==> config.mk <==
export PLATFORM = sky130hd
export DESIGN_NAME = tbl_clk_div
export DESIGN_NICKNAME = d
export VERILOG_FILES = /design/src/rtl/tbl_clk_div_pkg.sv /design/src/rtl/clkdiv_decode.sv /design/src/rtl/clkdiv_ctrl_reg.sv /design/src/rtl/clkdiv_counter.sv /design/src/rtl/tbl_clk_div.sv
export SDC_FILE = /design/constraint.sdc
export NUM_CORES = 1
export LEC_CHECK = 0
export ABC_AREA = 1
export BUFFER_PORTS_ARGS = -buffer_cell sky130_fd_sc_hd__clkbuf_2
export CORE_ASPECT_RATIO = 1.25
export CORE_UTILIZATION = 29
export DETAILED_ROUTE_END_ITERATION = 10
export PLACE_DENSITY = 0.48
export SLEW_MARGIN = 15
export SYNTH_ARGS = -nofsm -noshare
export SYNTH_HDL_FRONTEND = slang
export SYNTH_SLANG_ARGS = --single-unit
==> constraint.sdc <==
create_clock -name clk_i -period 2.1 [get_ports clk_i]
set_input_delay 0.105 -clock clk_i [delete_from_list [all_inputs] [get_ports clk_i]]
set_output_delay 0.105 -clock clk_i [all_outputs]
set_load 0.005 [all_outputs]
==> src/rtl/tbl_clk_div_pkg.sv <==
package tbl_clk_div_pkg;
  localparam int SEL_W = 4;
  localparam int DIV_W = 6;

  typedef struct packed {
    logic             ok;
    logic [DIV_W-1:0] div;
  } div_entry_t;

  function automatic div_entry_t div_lookup(input logic [SEL_W-1:0] code);
    div_entry_t e;
    e.ok = 1'b1;
    unique case (code)
      4'd1:    e.div = 6'd3;
      4'd2:    e.div = 6'd4;
      4'd3:    e.div = 6'd6;
      4'd4:    e.div = 6'd8;
      4'd5:    e.div = 6'd12;
      4'd6:    e.div = 6'd16;
      4'd7:    e.div = 6'd18;
      4'd8:    e.div = 6'd24;
      4'd10:   e.div = 6'd36;
      4'd11:   e.div = 6'd48;
      default: begin e.ok = 1'b0; e.div = 6'd0; end
    endcase
    return e;
  endfunction
endpackage

==> src/rtl/clkdiv_decode.sv <==
module clkdiv_decode
  import tbl_clk_div_pkg::*;
(
  input  logic [SEL_W-1:0] code_i,
  output logic             ok_o,
  output logic [DIV_W-1:0] div_o
);
  div_entry_t ent;
  always_comb begin
    ent   = div_lookup(code_i);
    ok_o  = ent.ok;
    div_o = ent.div;
  end
endmodule

==> src/rtl/clkdiv_ctrl_reg.sv <==
module clkdiv_ctrl_reg
  import tbl_clk_div_pkg::*;
#(
  parameter int DATA_W   = 16,
  parameter int SEL_LSB  = 0,
  parameter int GATE_BIT = 8,
  parameter logic [SEL_W-1:0] RST_SEL = 4'd1
) (
  input  logic              clk_i,
  input  logic              rst_ni,
  input  logic              we_i,
  input  logic [DATA_W-1:0] wdata_i,
  output logic [DATA_W-1:0] rdata_o,
  output logic [SEL_W-1:0]  sel_o,
  output logic              stop_o
);
  logic [SEL_W-1:0] sel_q;
  logic             stop_q;
  logic [SEL_W-1:0] wr_code;
  logic             wr_ok;
  logic [DIV_W-1:0] wr_div_unused;

  assign wr_code = wdata_i[SEL_LSB +: SEL_W];

  clkdiv_decode u_wr_dec (
    .code_i(wr_code),
    .ok_o  (wr_ok),
    .div_o (wr_div_unused)
  );

  always_ff @(posedge clk_i or negedge rst_ni) begin
    if (!rst_ni) begin
      sel_q  <= RST_SEL;
      stop_q <= 1'b1;
    end else if (we_i) begin
      stop_q <= wdata_i[GATE_BIT];
      if (wr_ok) sel_q <= wr_code;  // unmapped codes rejected
    end
  end

  always_comb begin
    rdata_o                     = '0;
    rdata_o[SEL_LSB +: SEL_W]   = sel_q;
    rdata_o[GATE_BIT]           = stop_q;
  end

  assign sel_o  = sel_q;
  assign stop_o = stop_q;
endmodule

==> src/rtl/clkdiv_counter.sv <==
module clkdiv_counter
  import tbl_clk_div_pkg::*;
#(
  parameter logic [DIV_W-1:0] RST_DIV = 6'd3
) (
  input  logic             clk_i,
  input  logic             rst_ni,
  input  logic             stop_i,
  input  logic [DIV_W-1:0] pend_div_i,
  output logic             en_o
);
  logic [DIV_W-1:0] cnt_q;
  logic [DIV_W-1:0] cur_q;
  logic             armed_q;
  logic [DIV_W-1:0] eff_div;
  logic             hit;

  // first running cycle uses the pending ratio directly
  assign eff_div = armed_q ? cur_q : pend_div_i;
  assign hit     = !stop_i && (cnt_q == eff_div - DIV_W'(1));
  assign en_o    = hit;

  always_ff @(posedge clk_i or negedge rst_ni) begin
    if (!rst_ni) begin
      cnt_q   <= '0;
      cur_q   <= RST_DIV;
      armed_q <= 1'b0;
    end else if (stop_i) begin
      cnt_q   <= '0;
      armed_q <= 1'b0;
    end else begin
      armed_q <= 1'b1;
      if (hit) begin
        cnt_q <= '0;
        cur_q <= pend_div_i;
      end else begin
        cnt_q <= cnt_q + DIV_W'(1);
        if (!armed_q) cur_q <= pend_div_i;
      end
    end
  end
endmodule

==> src/rtl/tbl_clk_div.sv <==
module tbl_clk_div
  import tbl_clk_div_pkg::*;
#(
  parameter int DATA_W   = 16,
  parameter int SEL_LSB  = 0,
  parameter int GATE_BIT = 8
) (
  input  logic              clk_i,
  input  logic              rst_ni,
  input  logic              reg_we_i,
  input  logic [DATA_W-1:0] reg_wdata_i,
  output logic [DATA_W-1:0] reg_rdata_o,
  output logic              clk_en_o
);
  localparam logic [SEL_W-1:0] RST_SEL = 4'd1;
  localparam div_entry_t       RST_ENT = div_lookup(RST_SEL);

  logic [SEL_W-1:0] sel;
  logic             stop;
  logic             sel_ok_unused;
  logic [DIV_W-1:0] pend_div;

  clkdiv_ctrl_reg #(
    .DATA_W  (DATA_W),
    .SEL_LSB (SEL_LSB),
    .GATE_BIT(GATE_BIT),
    .RST_SEL (RST_SEL)
  ) u_reg (
    .clk_i  (clk_i),
    .rst_ni (rst_ni),
    .we_i   (reg_we_i),
    .wdata_i(reg_wdata_i),
    .rdata_o(reg_rdata_o),
    .sel_o  (sel),
    .stop_o (stop)
  );

  clkdiv_decode u_cur_dec (
    .code_i(sel),
    .ok_o  (sel_ok_unused),
    .div_o (pend_div)
  );

  clkdiv_counter #(
    .RST_DIV(RST_ENT.div)
  ) u_cnt (
    .clk_i     (clk_i),
    .rst_ni    (rst_ni),
    .stop_i    (stop),
    .pend_div_i(pend_div),
    .en_o      (clk_en_o)
  );
endmodule

Word-level counts from Yosys, hierarchy flattened
Cells that the tools add are included.
Word-level totals
  input bits: 19
  ROM bits: 0
  memories: 0
  flip-flop bits (word level): 18
  bits in latches: 0
  RAM bits: 0
  logic and storage cells: 39
Cells by class
  muxes and demuxes: 7
  shifts and indexed selects: 0
  reduce and logical (&&, ||, !) cells: 4
  order comparisons: 0
  $add $sub $neg: 2
  div/mod/pow operators: 0
  bitwise gates (word level): 0
  multipliers: 0
  equality and inequality tests: 21
Operators by type and width (number)
  6-bit case mux with 10 select lines: 1
  4-bit by 3-bit == test with 1-bit output, second input constant: 8
  4-bit == test, second input constant: 6
  6-bit two-way mux: 4
  4-bit by 2-bit == test with 1-bit output, second input constant: 4
  10-bit OR reduction: 1
  4-bit by 1-bit == test with 1-bit output, second input constant: 2
  6-bit by 1-bit adder with 6-bit output, second input constant: 1
  6-bit == test: 1
  6-bit by 1-bit subtractor with 6-bit output, second input constant: 1
  1-bit two-way mux: 2
  2-bit AND reduction: 1
  1-bit logical AND: 1
  1-bit logical NOT: 1

Logic depth before layout (Yosys ltp)
  depth in word-level cells: 8
  depth in mapped cells: 17
  mapped depth without buffers: 16

Hierarchy
Synthesis repeated with hierarchy kept, for this count alone.
Unflattened totals
  cell total of the unflattened synthesis: 244
  area total of the unflattened synthesis: 1642.8 um2
Modules (own cells, without submodules)
  clkdiv_counter: seq. area each 327.8 um2, area an instance 1099.8 um2, instances 1, cells each 160
  clkdiv_ctrl_reg: seq. area each 127.6 um2, area an instance 320.3 um2, instances 1, cells each 38
  clkdiv_decode: seq. area each 0.0 um2, area an instance 111.4 um2, instances 2, cells each 23

Least setup slack after synthesis
OpenSTA, ideal clock, no wires.
  path kind: reg-to-reg
  start point: register u_reg.sel_q[0], in the netlist u_reg.sel_o[0]
  end point: register u_cnt.cnt_q[3]
  path buffers: 0
  path slack: -0.226 ns
  required time: 1.977 ns
  cell stages (with the launch flop): 16
  data arrival time: 2.203 ns
  cell sequence: dfstp_2 > inv_2 > nor2_1 > nand2_1 > nand2_2 > nand2_4 > ha_1 > a21oi_1 > o21a_1 > o21ai_1 > nor2_2 > nand3_2 > nor2_8 > nand2_8 > nand2_4 > nor3_2
Between the ends
  longest elaborated chain between the ends: 8
  elaborated cells between the ends (all ways): 17
RTL lines
  start: declaration: RTL line clkdiv_ctrl_reg.sv:17  | logic [SEL_W-1:0] sel_q;
  start signal: assignment: RTL line clkdiv_ctrl_reg.sv:37  | if (wr_ok) sel_q <= wr_code;
  4-bit == test, or another cell as far along: RTL line tbl_clk_div_pkg.sv:13  | unique case (code)
  6-bit case mux with 10 select lines (*): RTL line tbl_clk_div_pkg.sv:13
  6-bit two-way mux (*)
  6-bit by 1-bit subtractor with 6-bit output (*): RTL line clkdiv_counter.sv:20  | assign hit = !stop_i && (cnt_q == eff_div - DIV_W'(1));
  6-bit == test (*): RTL line clkdiv_counter.sv:20
  1-bit logical AND (*): RTL line clkdiv_counter.sv:20
  6-bit two-way mux (*): RTL line clkdiv_counter.sv:33  | if (hit) begin
  6-bit two-way mux (*): RTL line clkdiv_counter.sv:28  | end else if (stop_i) begin
  end signal: assignment: RTL line clkdiv_counter.sv:37  | cnt_q <= cnt_q + DIV_W'(1);
  end: declaration: RTL line clkdiv_counter.sv:12  | logic [DIV_W-1:0] cnt_q;
Mark *: on every way between the ends. The rest lies on a longest branch, timed or not.
A chain may end at the register's enable or synchronous reset.

Worst setup path after layout
  start point: register u_reg.sel_q[0], in the netlist u_reg.sel_o[0]
  end point: output clk_en_o
Between the ends
  longest elaborated chain between the ends: 6
  elaborated cells between the ends (all ways): 15
RTL lines
  4-bit == test, or another cell as far along: RTL line tbl_clk_div_pkg.sv:13
  6-bit case mux with 10 select lines (*): RTL line tbl_clk_div_pkg.sv:13
  6-bit two-way mux (*)
  6-bit by 1-bit subtractor with 6-bit output (*): RTL line clkdiv_counter.sv:20
  6-bit == test (*): RTL line clkdiv_counter.sv:20
  1-bit logical AND (*): RTL line clkdiv_counter.sv:20
  end: declaration: RTL line tbl_clk_div.sv:13  | output logic clk_en_o
Marked as above.

==> reports/results.ini <==
[global_route]
overflow=0
grt_max_degree=19
grt_pass1_vias=1338
antenna_found_initial=0
grt_usage_pct=14.1
grt_pass1_wl_um=5970

[status]
status=complete, but fails checks
violations=negative setup slack

[synthesis]
synth_area_leaders=dfrtp_1, nand2_1, nand3_1
yosysTopAreaCell=dfrtp_1
synth.most_common_cell=nand2_1
avgSynthCellArea_um2=7.49
ys_seq_elements=18
yosysSeqAreaShare_pct=29.2
yosysTopAreaCellShare_pct=22.5
ys_warn_count=0
syn-instance-count=208
synth_area_um2=1560
async_reset_ff_share_pct=100
ys_top_cells_by_count=nand2_1, nand3_1, nand2_2
synth_edf_count=0
synth-main-ff-cell=dfrtp_1
ys_types=33

[setup_path]
crit_arrival_ns=2.28
crit_family=simple AND/OR/NAND/NOR gates
worstSetupStartpointType=flip-flop
cp_max_fo=3
cp_slowest_cell=dfstp_2
cp.buffers_inverters=3
critPathMaxStageDelay_ns=0.56
crit_top_cell=nor2_2
critPathCaptureType=output pin
worstPathRequired_ns=2.00
crit_type=reg -> out
path_cells=inv_4, nor2_2, nand2_1, nand2_2, nand2_4, ha_4, a21oi_2, o21a_1, o21ai_2, nor2_2, nand3_2, nor2_8, nand2_8, clkinv_4, buf_6

[clock_tree]
clkLatencyLatePin_ns=0.26
ctsLongestPathBuffers=2
cts.sinks=18
clk_pin_slew_ns=0.07
cts_root_buffer=clkbuf_8
htree_levels=1
cts_buffers=3
tritoncts=done

[timing]
max_clock_freq_ghz=0.420
post-route-min-period_ns=2.38
finClkSkew_ns=0.00399
setup_viol=13
fin_ws_ns=-0.282
rsz0062_at_grt=true
drv_slew=0
post-route-period-util_pct=113
hold_viol=0

[floorplanning]
rows=29
die_area_um2=5670
initial_core_util_pct=30.4
die_h_um=83.9
ioPinCount=36
core-area_um2=5120
chipWidth_um=67.6

[routing]
detail-route-antenna-nets=0
avgRoutedWirePerCell_um=11.1
drt_iter0_markers=78
vias_per_cell=4.36
drt_first_pass_iters=4
drc=0
vias=1338
wl_um=3410

[placed_design]
io_buffers=13
dp_hpwl_um=2740
post-place-ws_ns=-0.129
routabilityCongestion=0.786

[worst_hold_path]
hp-class=in -> reg

[power_and_ir_drop]
p_total_uw=1650
leakagePower_uw=0.000983
powerDensity_nw_per_um2=858
irDropWorstVdd_uv=276

[cells_and_area]
fill_cells=552
insertedDiodeCount=0
nNetsFinal=267
synthToLayoutAreaGrowth_pct=23.8
seq_area_um2=455
final_layout_size_suffix_gt1_share_pct=42.9
multi_input_area_um2=982

[job]
cap_viol_max_count=0

## layer usage
layer	part of all wire (%)	track usage, %	up-vias
li1	-	-	702
met1	44	17.9	605
met2	50	21.9	22
met3	2.2	2.05	9
met4	3.8	8.51	0
met5	0	0	-
## cell families after synthesis
| family | Yosys count | share of synthesized area, % |
|---|---|---|
| XOR/XNOR | 4 | 2.25 |
| buffers and inverters | 37 | 12.9 |
| AND/OR/NAND/NOR | 136 | 50.4 |
| AO/OA/AOI/OAI | 10 | 3.37 |
| other | 1 | 0.241 |
| adder cells (fa/ha/maj) | 2 | 1.61 |
| flip-flops | 18 | 29.2 |
## worst reg2reg max path, cell delays in order, from the launching register on
cell and delay (ns):
dfstp_2 0.56, inv_4 0.05, nor2_2 0.08, nand2_1 0.08, nand2_2 0.08, nand2_4 0.06
ha_4 0.24, a21oi_2 0.12, o21a_1 0.14, o21ai_2 0.05, nor2_2 0.11, nand3_2 0.12
nor2_8 0.14, buf_4 0.15, nand3_1 0.10, nand3_1 0.10, nand2_1 0.06
## flip-flops by register name (all words and copies together), names as in the netlist
register	flops
u_cnt.cnt_q	6
u_cnt.cur_q	6
u_reg.sel_o	4
u_reg.stop_o	1
u_cnt.armed_q	1
## power by group
group	switching [uW]	leakage [uW]	internal (uW)	total [uW]
clock network	123	0.0000288	167	290
registers	73.1	0.000219	429	502
logic	491	0.000735	370	861
## worst paths after layout
check / from / end / slack [ns] / depth (start not counted)
max reg2reg: u_reg.sel_o[0] / u_cnt.cur_q[5] / -0.25 / 16
max: u_reg.sel_o[0] / clk_en_o / -0.28 / 15
min in group asynchronous: rst_ni / u_reg.sel_o[3] / 0.34 / 2
max in group asynchronous: rst_ni / u_cnt.cur_q[0] / 1.41 / 2
min reg2reg: u_cnt.cur_q[0] / u_cnt.cur_q[0] / 0.48 / 2
min: reg_we_i / u_reg.stop_o / 0.03 / 2
## layout by cell type (no fill, tap or decap), drive strengths merged, types with 5 or more instances in the layout
master,count
nand2,73
o21ai,5
conb,11
dfrtp,14
inv,19
clkbuf,16
or2,6
nand3,33
nor2,20
buf,26
## cell type report
| cell class | count | area share (%) |
|---|---|---|
| Tap cell | 62 | 4.02 |
| Inverter | 21 | 4.61 |
| Sequential cell | 18 | 23.6 |
| Clock buffer | 4 | 2.86 |
| Multi-Input combinational cell | 163 | 50.9 |
| Timing Repair Buffer | 39 | 14.0 |
## per-stage QoR
stage	hold WS [ns]	cell area, um2	instances	utilization (%)	setup TNS [ns]
2_1_floorplan	-0.191	1630	218	-	-0.991
3_3_place_gp	0.0911	1810	298	35.3	-1.27
3_5_place_dp	0.0877	1810	298	35.3	-1.51
4_1_cts	0.0285	1890	306	37.0	-2.80
5_1_grt	0.0484	1930	307	37.7	-5.48
6_report	0.0288	1930	307	37.7	-3.11
## timing repair
item	CTS	global route
pin swaps	3	9
buffers inserted	3	1
hold buffers	1	0
setup endpoints to repair	13	13
resized for setup	0	10
hold endpoints to repair	14	0
(Power assumes the default switching activity.)
